### config.mk
export PLATFORM = sky130hd
export DESIGN_NAME = i2s_engine
export DESIGN_NICKNAME = d
export VERILOG_FILES = /design/src/rtl/i2s_eng_pkg.sv /design/src/rtl/i2s_eng_clk.sv /design/src/rtl/i2s_eng_tx.sv /design/src/rtl/i2s_eng_rx.sv /design/src/rtl/i2s_engine.sv
export SDC_FILE = /design/constraint.sdc
export NUM_CORES = 1
export LEC_CHECK = 0
export BUFFER_PORTS_ARGS = -buffer_cell sky130_fd_sc_hd__buf_2
export CAP_MARGIN = 5
export CORE_MARGIN = 3
export CORE_UTILIZATION = 38
export DETAILED_ROUTE_END_ITERATION = 8
export SLEW_MARGIN = 20
export SYNTH_ARGS = -nofsm -noshare
export SYNTH_HDL_FRONTEND = slang
export SYNTH_SLANG_ARGS = --single-unit
export TNS_END_PERCENT = 50
### constraint.sdc
create_clock -name clk -period 2.6 [get_ports clk]
set_clock_uncertainty 0.15 [all_clocks]
set_input_delay 0.26 -clock clk [delete_from_list [all_inputs] [get_ports clk]]
set_output_delay 0.26 -clock clk [all_outputs]
set_load 0.02 [all_outputs]
### src/rtl/i2s_eng_pkg.sv
package i2s_eng_pkg;

   typedef enum logic [1:0] {
      WW_8  = 2'd0,
      WW_16 = 2'd1,
      WW_24 = 2'd2,
      WW_32 = 2'd3
   } word_w_e;

   // Bus timing events derived from either clock source
   typedef struct packed {
      logic fall;        // bit clock falling: launch point
      logic rise;        // bit clock rising: sample point
      logic slot_start;  // falling edge on which word select changed
      logic ws;          // word-select level valid at a fall
      logic sd;          // serial input aligned to the clock source
   } bus_evt_t;

   function automatic int unsigned width_bits(input word_w_e code);
      return 8 * (int'(code) + 1);
   endfunction

endpackage

### src/rtl/i2s_eng_clk.sv
module i2s_eng_clk
   import i2s_eng_pkg::*;
#(
   parameter int MAX_W       = 32,
   parameter int SYNC_STAGES = 2
) (
   input  logic     clk,
   input  logic     rst_n,
   input  logic     en,
   input  logic     slave,
   input  logic     tick,
   input  logic     bclk_in,
   input  logic     ws_in,
   input  logic     sd_in,
   output logic     bclk_out,
   output logic     ws_out,
   output bus_evt_t evt
);

   localparam int CW = $clog2(MAX_W) + 1;

   logic [SYNC_STAGES-1:0][2:0] sync_q;
   logic [2:0]                  s_now;
   logic                        s_b_last;
   logic                        bclk_q, wsm_q, ws_prev;
   logic [CW-1:0]               cnt_q, cnt_nxt;
   logic                        m_tick, m_rise, m_fall, s_rise, s_fall, ws_new;

   // slave inputs: bit clock, word select and data through one shared chain
   always_ff @(posedge clk or negedge rst_n) begin
      if (!rst_n) begin
         sync_q   <= '0;
         s_b_last <= 1'b0;
      end else begin
         sync_q   <= {sync_q[SYNC_STAGES-2:0], {bclk_in, ws_in, sd_in}};
         s_b_last <= sync_q[SYNC_STAGES-1][2];
      end
   end
   assign s_now  = sync_q[SYNC_STAGES-1];
   assign s_rise = en & slave &  s_now[2] & ~s_b_last;
   assign s_fall = en & slave & ~s_now[2] &  s_b_last;

   // master generator
   assign m_tick  = en & ~slave & tick;
   assign m_rise  = m_tick & ~bclk_q;
   assign m_fall  = m_tick &  bclk_q;
   assign cnt_nxt = cnt_q + 1'b1;

   always_ff @(posedge clk or negedge rst_n) begin
      if (!rst_n) begin
         bclk_q <= 1'b0;
         wsm_q  <= 1'b0;
         cnt_q  <= '0;
      end else if (!en || slave) begin
         bclk_q <= 1'b0;
         wsm_q  <= 1'b0;
         cnt_q  <= '0;
      end else if (m_tick) begin
         bclk_q <= ~bclk_q;
         if (bclk_q) begin
            cnt_q <= cnt_nxt;
            wsm_q <= cnt_nxt[CW-1];
         end
      end
   end

   assign ws_new = slave ? s_now[1] : cnt_nxt[CW-1];

   always_ff @(posedge clk or negedge rst_n) begin
      if (!rst_n)        ws_prev <= 1'b0;
      else if (!en)      ws_prev <= 1'b0;
      else if (evt.fall) ws_prev <= ws_new;
   end

   assign evt.fall       = m_fall | s_fall;
   assign evt.rise       = m_rise | s_rise;
   assign evt.slot_start = evt.fall & (ws_new != ws_prev);
   assign evt.ws         = ws_new;
   assign evt.sd         = slave ? s_now[0] : sd_in;

   assign bclk_out = bclk_q;
   assign ws_out   = wsm_q;


   idle_lines_chk: assert property (@(posedge clk) disable iff (!rst_n)
      !en |=> (!bclk_out && !ws_out));


   master_fall_chk: assert property (@(posedge clk) disable iff (!rst_n)
      m_fall |=> !bclk_out);

endmodule

### src/rtl/i2s_eng_tx.sv
module i2s_eng_tx
   import i2s_eng_pkg::*;
#(
   parameter int MAX_W = 32
) (
   input  logic             clk,
   input  logic             rst_n,
   input  logic             run,
   input  logic             fall,
   input  logic             slot_start,
   input  logic             ws,
   input  logic             mute,
   input  logic             just,
   input  logic [1:0]       wsel,
   input  logic             tx_valid,
   input  logic [MAX_W-1:0] tx_data,
   output logic             tx_pop,
   output logic             tx_underflow,
   output logic             sd_out,
   output logic             tx_right,
   output logic             tx_busy
);

   int unsigned      wbits;
   logic [MAX_W-1:0] wmask, load_word, sh_q;
   logic             load, sd_q, right_q, busy_q;

   assign wbits     = width_bits(word_w_e'(wsel));
   assign wmask     = ~({MAX_W{1'b1}} << wbits);
   assign load_word = tx_valid ? ((tx_data & wmask) << (MAX_W - wbits)) : '0;

   assign load         = run & slot_start;
   assign tx_pop       = load &  tx_valid;
   assign tx_underflow = load & ~tx_valid;

   always_ff @(posedge clk or negedge rst_n) begin
      if (!rst_n) begin
         sh_q    <= '0;
         sd_q    <= 1'b0;
         right_q <= 1'b0;
         busy_q  <= 1'b0;
      end else if (!run) begin
         sh_q    <= '0;
         sd_q    <= 1'b0;
         right_q <= 1'b0;
         busy_q  <= 1'b0;
      end else if (fall) begin
         if (slot_start) begin
            right_q <= ws;
            busy_q  <= tx_valid;
            if (just) begin
               sd_q <= ~mute & load_word[MAX_W-1];
               sh_q <= load_word << 1;
            end else begin
               // one-bit delay: the old word's last bit goes out here
               sd_q <= ~mute & sh_q[MAX_W-1];
               sh_q <= load_word;
            end
         end else begin
            sd_q <= ~mute & sh_q[MAX_W-1];
            sh_q <= sh_q << 1;
         end
      end
   end

   assign sd_out   = sd_q;
   assign tx_right = right_q;
   assign tx_busy  = busy_q;


   mute_zero_chk: assert property (@(posedge clk) disable iff (!rst_n)
      (run && mute && fall) |=> !sd_out);


   busy_set_chk: assert property (@(posedge clk) disable iff (!rst_n)
      tx_pop |=> tx_busy);


   busy_drop_chk: assert property (@(posedge clk) disable iff (!rst_n)
      tx_underflow |=> !tx_busy);

endmodule

### src/rtl/i2s_eng_rx.sv
module i2s_eng_rx
   import i2s_eng_pkg::*;
#(
   parameter int MAX_W = 32
) (
   input  logic             clk,
   input  logic             rst_n,
   input  logic             run,
   input  bus_evt_t         evt,
   input  logic             just,
   input  logic             mono,
   input  logic [1:0]       wsel,
   output logic             rx_push,
   output logic [MAX_W-1:0] rx_data
);

   localparam int PW = $clog2(MAX_W) + 2;

   logic [PW-1:0]    rpos_q, rcnt_q, dly, wlen;
   logic [MAX_W-1:0] acc_q, acc_nxt, data_q;
   logic             slot_ws_q, word_ws_q, push_q;

   assign dly     = just ? PW'(0) : PW'(1);
   assign wlen    = PW'(width_bits(word_w_e'(wsel)));
   assign acc_nxt = {acc_q[MAX_W-2:0], evt.sd};

   always_ff @(posedge clk or negedge rst_n) begin
      if (!rst_n) begin
         rpos_q    <= '1;
         rcnt_q    <= '0;
         acc_q     <= '0;
         data_q    <= '0;
         slot_ws_q <= 1'b0;
         word_ws_q <= 1'b0;
         push_q    <= 1'b0;
      end else if (!run) begin
         rpos_q    <= '1;
         rcnt_q    <= '0;
         acc_q     <= '0;
         slot_ws_q <= 1'b0;
         word_ws_q <= 1'b0;
         push_q    <= 1'b0;
      end else begin
         push_q <= 1'b0;
         if (evt.fall) begin
            if (evt.slot_start) begin
               rpos_q    <= '0;
               slot_ws_q <= evt.ws;
            end else if (rpos_q != '1) begin
               rpos_q <= rpos_q + 1'b1;
            end
         end
         if (evt.rise) begin
            if (rpos_q == dly) begin
               acc_q     <= {{(MAX_W-1){1'b0}}, evt.sd};
               rcnt_q    <= PW'(1);
               word_ws_q <= slot_ws_q;
            end else if (rcnt_q != '0) begin
               acc_q  <= acc_nxt;
               rcnt_q <= rcnt_q + 1'b1;
               if (rcnt_q + 1'b1 == wlen) begin
                  rcnt_q <= '0;
                  if (!mono || word_ws_q) begin
                     push_q <= 1'b1;
                     data_q <= acc_nxt;
                  end
               end
            end
         end
      end
   end

   assign rx_push = push_q;
   assign rx_data = data_q;


   rx_gate_chk: assert property (@(posedge clk) disable iff (!rst_n)
      !run |=> !rx_push);


   rx_upper_zero_chk: assert property (@(posedge clk) disable iff (!rst_n)
      rx_push |-> ((rx_data >> width_bits(word_w_e'($past(wsel)))) == '0));

endmodule

### src/rtl/i2s_engine.sv
module i2s_engine
   import i2s_eng_pkg::*;
#(
   parameter int MAX_W       = 32,
   parameter int SYNC_STAGES = 2
) (
   input  logic             clk,
   input  logic             rst_n,
   input  logic             en,
   input  logic             tx_en,
   input  logic             rx_en,
   input  logic             mute,
   input  logic [1:0]       word_sel,
   input  logic             msb_just,
   input  logic             mono,
   input  logic             slave,
   input  logic             bclk_tick,
   input  logic             bclk_in,
   input  logic             ws_in,
   input  logic             sd_in,
   output logic             bclk_out,
   output logic             ws_out,
   output logic             bclk_oe,
   output logic             sd_out,
   input  logic             tx_valid,
   input  logic [MAX_W-1:0] tx_data,
   output logic             tx_pop,
   output logic             tx_underflow,
   output logic             rx_push,
   output logic [MAX_W-1:0] rx_data,
   output logic             tx_right,
   output logic             tx_busy
);

   // slot length equals MAX_W, which must hold the widest word code
   if (MAX_W < 32 || (MAX_W & (MAX_W - 1)) != 0) begin : g_bad_width
      $error("MAX_W must be a power of two of at least 32");
   end
   if (SYNC_STAGES < 2) begin : g_bad_sync
      $error("SYNC_STAGES must be at least 2");
   end

   bus_evt_t evt;

   i2s_eng_clk #(.MAX_W(MAX_W), .SYNC_STAGES(SYNC_STAGES)) u_clk (
      .clk      (clk),
      .rst_n    (rst_n),
      .en       (en),
      .slave    (slave),
      .tick     (bclk_tick),
      .bclk_in  (bclk_in),
      .ws_in    (ws_in),
      .sd_in    (sd_in),
      .bclk_out (bclk_out),
      .ws_out   (ws_out),
      .evt      (evt)
   );

   i2s_eng_tx #(.MAX_W(MAX_W)) u_tx (
      .clk          (clk),
      .rst_n        (rst_n),
      .run          (en & tx_en),
      .fall         (evt.fall),
      .slot_start   (evt.slot_start),
      .ws           (evt.ws),
      .mute         (mute),
      .just         (msb_just),
      .wsel         (word_sel),
      .tx_valid     (tx_valid),
      .tx_data      (tx_data),
      .tx_pop       (tx_pop),
      .tx_underflow (tx_underflow),
      .sd_out       (sd_out),
      .tx_right     (tx_right),
      .tx_busy      (tx_busy)
   );

   i2s_eng_rx #(.MAX_W(MAX_W)) u_rx (
      .clk     (clk),
      .rst_n   (rst_n),
      .run     (en & rx_en),
      .evt     (evt),
      .just    (msb_just),
      .mono    (mono),
      .wsel    (word_sel),
      .rx_push (rx_push),
      .rx_data (rx_data)
   );

   assign bclk_oe = ~slave;

endmodule

After elaboration in Yosys (flattened, before gate mapping)
Cells that the tools add are included.
{ "op_classes": {"add_sub_neg": 5, "n_eq_ne": 13, "shift": 2, "muxes": 51, "n_bitwise": 28, "reduce_logical": 14} }
{ "op_table": {"columns": ["op", "n"], "rows": [
  ["32-bit two-way mux", 5],
  ["31-bit two-way mux", 4],
  ["7-bit two-way mux", 9],
  ["32-bit bitwise AND", 1],
  ["32-bit inverter", 1],
  ["32-bit by 32-bit << shifter with 32-bit output", 1],
  ["32-bit by 32-bit << shifter with 32-bit output, first input constant", 1],
  ["6-bit by 32-bit subtractor with 32-bit output, first input constant", 1],
  ["1-bit two-way mux", 30],
  ["6-bit two-way mux", 3],
  ["1-bit bitwise AND", 17],
  ["7-bit by 1-bit adder with 7-bit output, second input constant", 2],
  ["7-bit equality test", 2],
  ["2-bit inequality test, second input constant", 6],
  ["2-bit AND reduction", 6],
  ["7-bit inequality test, second input constant", 1],
  ["1-bit inverter", 7],
  ["7-bit nonzero test", 1],
  ["6-bit by 1-bit adder with 6-bit output, second input constant", 1],
  ["3-bit inequality test, second input constant", 2],
  ["6-bit AND reduction", 1],
  ["2-bit nonzero test", 2],
  ["2-bit by 1-bit adder with 3-bit output, second input constant", 1],
  ["1-bit zero test", 2],
  ["other kinds (4)", 6]
]} }
{ "word_totals": {"regBits": 131, "out_inout_bits": 41} }

Depth between registers and ports, before layout
{ "depth": {"word_depth": 11, "mapped_depth": 13, "depth_no_buf": 8} }

Hierarchy
Synthesis repeated with hierarchy kept, for this count alone.
{ "unflattened": {"cells_unflattened": 675, "area_unflattened_um2": 7089.3} }
{ "by_module_without_submodules": {"columns": ["module", "instances", "cells_per_inst", "area_each_um2", "seq_area_each_um2"], "rows": [
  ["i2s_eng_rx", 1, 269, 3634.7, 2010.7],
  ["i2s_eng_tx", 1, 339, 2757.6, 875.8],
  ["i2s_eng_clk", 1, 64, 680.7, 375.4],
  ["i2s_engine", 1, 3, 16.3, 0.0]
]} }

Worst setup path before layout
No wires, ideal clock.
{ "synth_path": {"kind": "input to register", "startpoint": "in word_sel[0]", "endpoint": "reg u_rx.data_q[0], in the netlist u_rx.rx_data[0]", "setup_ps": 127, "arrival_time_ps": 3145, "t_required_ps": 2323, "slack_ps": -823, "cell_stages": 12, "cell_sequence": "clkbuf_1 > clkbuf_1 > inv_2 > ha_1 > buf_2 > xnor2_1 > xnor2_1 > or4_1 > buf_2 > nor3b_4 > buf_6 > mux2_1"} }
{ "synth_between": {"elab_chain_cells": 3} }
{ "synth_rtl": {"columns": ["element", "line_no", "rtl"], "rows": [
  ["start, declared", "i2s_engine.sv:13", "input logic [1:0] word_sel,"],
  ["2-bit by 1-bit adder with 3-bit output", "i2s_eng_pkg.sv:20", "return 8 * (int'(code) + 1);"],
  ["7-bit equality test", "i2s_eng_rx.sv:61", "if (rcnt_q + 1'b1 == wlen) begin"],
  ["6-bit AND reduction (no line)", null, null],
  ["end signal, assigned", "i2s_eng_rx.sv:65", "data_q <= acc_nxt;"],
  ["end, declared", "i2s_eng_rx.sv:20", "logic [MAX_W-1:0] acc_q, acc_nxt, data_q;"]
]} }
Every way passes these cells.
A chain may end at the register's enable or synchronous reset.

Worst setup path in the final report
{ "layout_path": {"startpoint": "reg u_rx.rcnt_q[0]", "endpoint": "reg u_rx.data_q[26], in the netlist u_rx.rx_data[26]"} }
{ "layout_between": {"elab_chain_cells": 3} }
{ "layout_rtl": {"columns": ["element", "line_no", "rtl"], "rows": [
  ["start, declared", "i2s_eng_rx.sv:19", "logic [PW-1:0] rpos_q, rcnt_q, dly, wlen;"],
  ["start signal, assigned", "i2s_eng_rx.sv:60", "rcnt_q <= rcnt_q + 1'b1;"],
  ["7-bit by 1-bit adder with 7-bit output", "i2s_eng_rx.sv:61", null],
  ["7-bit equality test", "i2s_eng_rx.sv:61", null],
  ["6-bit AND reduction (no line) *", null, null]
]} }
Every way passes the cells marked *; elsewhere a longest branch is shown, timed or not.

==> out/metrics.cfg <==
[layout]
n_antenna_cell = 0
final_net_count = 792
layout_commonest_cell = dfrtp_1
fin_util = 0.5025
drive_above_1_share = 0.3120
layout_common_cells = dfrtp_1, buf_2, buf_4
syn_to_final_growth_pct = 27.55

[global_routing]
grt_pass1_vias = 5351
antenna_found_initial = 0
grt_pass1_wl_um = 27970
grt.total_usage = 0.1776
grt_max_degree = 56
grt-ovfl-total = 0

[die]
core_um2 = 16820
die_h_um = 138.1
die_w_um = 138.1
ios = 89
start_util = 0.3940
rows = 47
fp.dieArea_um2 = 19060

[sta]
fmax_mhz = 383.9
setup_viol = 5
setup_ws_ns = -0.004813
holdWs_ns = 0.02997
min_period_ns = 2.605
hold_viol = 0
rsz0062_at_grt = yes
worstMarginPinSlew_ns = 0.6421
finalSetupTns_ns = -0.01484
maxSlewHeadroom = 0.5704
drv_slew = 0
period_share = 1.002

[logic_synthesis]
synthesis.area_um2 = 6626
synth_cell_types = 61
synth-edff-count = 0
yosys_most_used_dff = dfrtp_1
synth-async-reset-ratio = 1.000
avgSynthCellArea_um2 = 10.69
yosys_warnings = 0
ys_ff_latch = 130
ys_seq_area_frac = 0.4923
synthesis.nets = 675
postSynthCellCount = 620

[run]
drv_cap = 0

[placed_design]
portBuffers = 88
place_hpwl_um = 11890
place_congestion = 0.9361

[setup_path]
r2r_slack_ns = -0.005
critPathKind = reg2reg
crit_path_end_kind = flip-flop
startpoint_type = flip-flop
reg2reg_depth = 8
path_max_fanout = 5
reg2reg_to = u_rx.rx_data[26]$_DFFE_PN0P_
arrival_ns = 2.76
worstPathRequired_ns = 2.75
r2r-start = u_rx.rcnt_q[0]$_DFFE_PN0P_

[worst_hold_path]
hold_start = en
hold_path_class = in2reg
hold_end = u_clk.ws_prev$_DFFE_PN0P_
min_path_cells = 2

[cts]
clk-insertion-delay-late_ns = 0.42
htree_levels = 4
cts_root_buffer = clkbuf_16
tritoncts = built
path_clk_slew_ns = 0.06
cts-buffers-inserted = 17
cts.sinks = 130
clk_path_buf_depth = 2

[route]
drtPass1Iterations = 5
wirelength_um = 17050
vias_per_cell = 5.567
wl_per_cell_um = 17.58
drcViolationCount = 0
drt_iter0_drc = 398
vias = 5400
ant_nets = 0

[power]
p_leak_nw = 3.989
ir_drop_v = 0.0004973
power_density_nw_per_um2 = 577.4
p_total_w = 0.004880

[outcome]
outcome = finished, violations left
violations = negative setup slack

-- final cells by class --
type	count	area, um^2
Clock buffer	17	425.4
Clock inverter	15	161.4
Fill cell	1528	8367
Inverter	14	65.06
Multi-Input combinational cell	432	3304
Sequential cell	130	3262
Tap cell	220	275.3
Timing Repair Buffer	142	958.4
-- power breakdown --
group | total [W] | internal, W | switching, W
combinational | 0.000463 | 0.000185 | 0.000278
sequential | 0.00205 | 0.00204 | 0.00000819
clock | 0.00237 | 0.00137 | 0.00101
-- worst max-delay path: stages (launching register included) --
cell and delay, ns:
dfrtp_1 0.40, ha_2 0.19, and3_4 0.16, xnor2_2 0.12
or4_4 0.57, nor3b_4 0.26, buf_6 0.18, clkbuf_16 0.16
mux2_4 0.29
-- kinds of logic (layout without fill, tap and decap cells) --
kind of cell	after synthesis	in the layout	share of synthesized area
buf+inv	58	188	0.03814
mux	68	68	0.1246
flops	130	130	0.4923
fa+ha+maj	7	7	0.01322
simple gates	179	179	0.1469
xor+xnor	17	17	0.02247
compound gates	161	161	0.1624
-- sequential cells by signal (all words and copies together) (netlist names) --
| signal | count |
|---|---|
| u_rx.rx_data | 32 |
| u_tx.tx_busy | 1 |
| u_rx.slot_ws_q | 1 |
| u_tx.tx_right | 1 |
| u_tx.sd_out | 1 |
| u_rx.acc_q | 31 |
| u_rx.rpos_q | 7 |
| u_clk.sync_q | 3 |
| u_clk.cnt_q | 5 |
| u_rx.rcnt_q | 7 |
| u_clk.s_now | 3 |
| u_clk.ws_out | 1 |
| u_clk.bclk_out | 1 |
| u_clk.ws_prev | 1 |
| u_clk.s_b_last | 1 |
| u_rx.rx_push | 1 |
| u_tx.sh_q | 32 |
| u_rx.word_ws_q | 1 |
-- how the worst max path moves through the flow --
stage | from | endpoint | cells after the start
3_3_place_gp | word_sel[0] | u_rx.rx_data[11]$_DFFE_PN0P_ | 8
4_1_cts | u_clk.cnt_q[2]$_DFFE_PN0P_ | tx_pop | 6
2_1_floorplan | word_sel[0] | u_rx.rx_data[0]$_DFFE_PN0P_ | 12
3_5_place_dp | word_sel[0] | u_rx.rx_data[28]$_DFFE_PN0P_ | 8
6_report | u_rx.rcnt_q[0]$_DFFE_PN0P_ | u_rx.rx_data[26]$_DFFE_PN0P_ | 8
5_1_grt | u_rx.rcnt_q[0]$_DFFE_PN0P_ | u_rx.rx_data[26]$_DFFE_PN0P_ | 8
-- Yosys cell counts, types with 12 or more instances --
| library cell | n | share of area |
|---|---|---|
| a21oi_1 | 32 | 0.024 |
| a22o_1 | 31 | 0.041 |
| a31oi_1 | 21 | 0.020 |
| clkbuf_1 | 28 | 0.016 |
| dfrtp_1 | 123 | 0.46 |
| inv_1 | 13 | 0.0074 |
| mux2_1 | 30 | 0.051 |
| mux2i_1 | 24 | 0.036 |
| nand2_1 | 42 | 0.024 |
| nand3_1 | 32 | 0.024 |
| nor2_1 | 17 | 0.0096 |
| nor2b_1 | 14 | 0.013 |
| nor3_1 | 12 | 0.0091 |
| o21ai_0 | 34 | 0.026 |
| or3_1 | 15 | 0.014 |
-- stage by stage --
stage	setup slack, ns	cell area (um^2)	cells
floorplan	-0.2187	6774	620
global placement	-0.1321	7576	920
detailed placement	-0.1712	7576	920
CTS	-0.01012	8267	958
global route	-0.05066	8452	970
finish	-0.004813	8452	970
-- per-layer routing --
metal | vias up | global-route usage | wire (um)
li1 | 2531 | - | -
met1 | 2711 | 0.2457 | 7773
met2 | 139 | 0.2801 | 8205
met3 | 19 | 0.03798 | 800
met4 | 0 | 0.05876 | 270
met5 | - | 0 | 0
-- repair_timing --
item	in CTS	in global routing
endpoints found under the setup margin	18	24
hold buffers	5	0
pin swaps	1	8
buffers inserted	1	9
gates resized for setup	8	14
endpoints found under the hold margin	32	0
gates cloned	0	3
No activity file was read; power rests on OpenSTA's default activity.
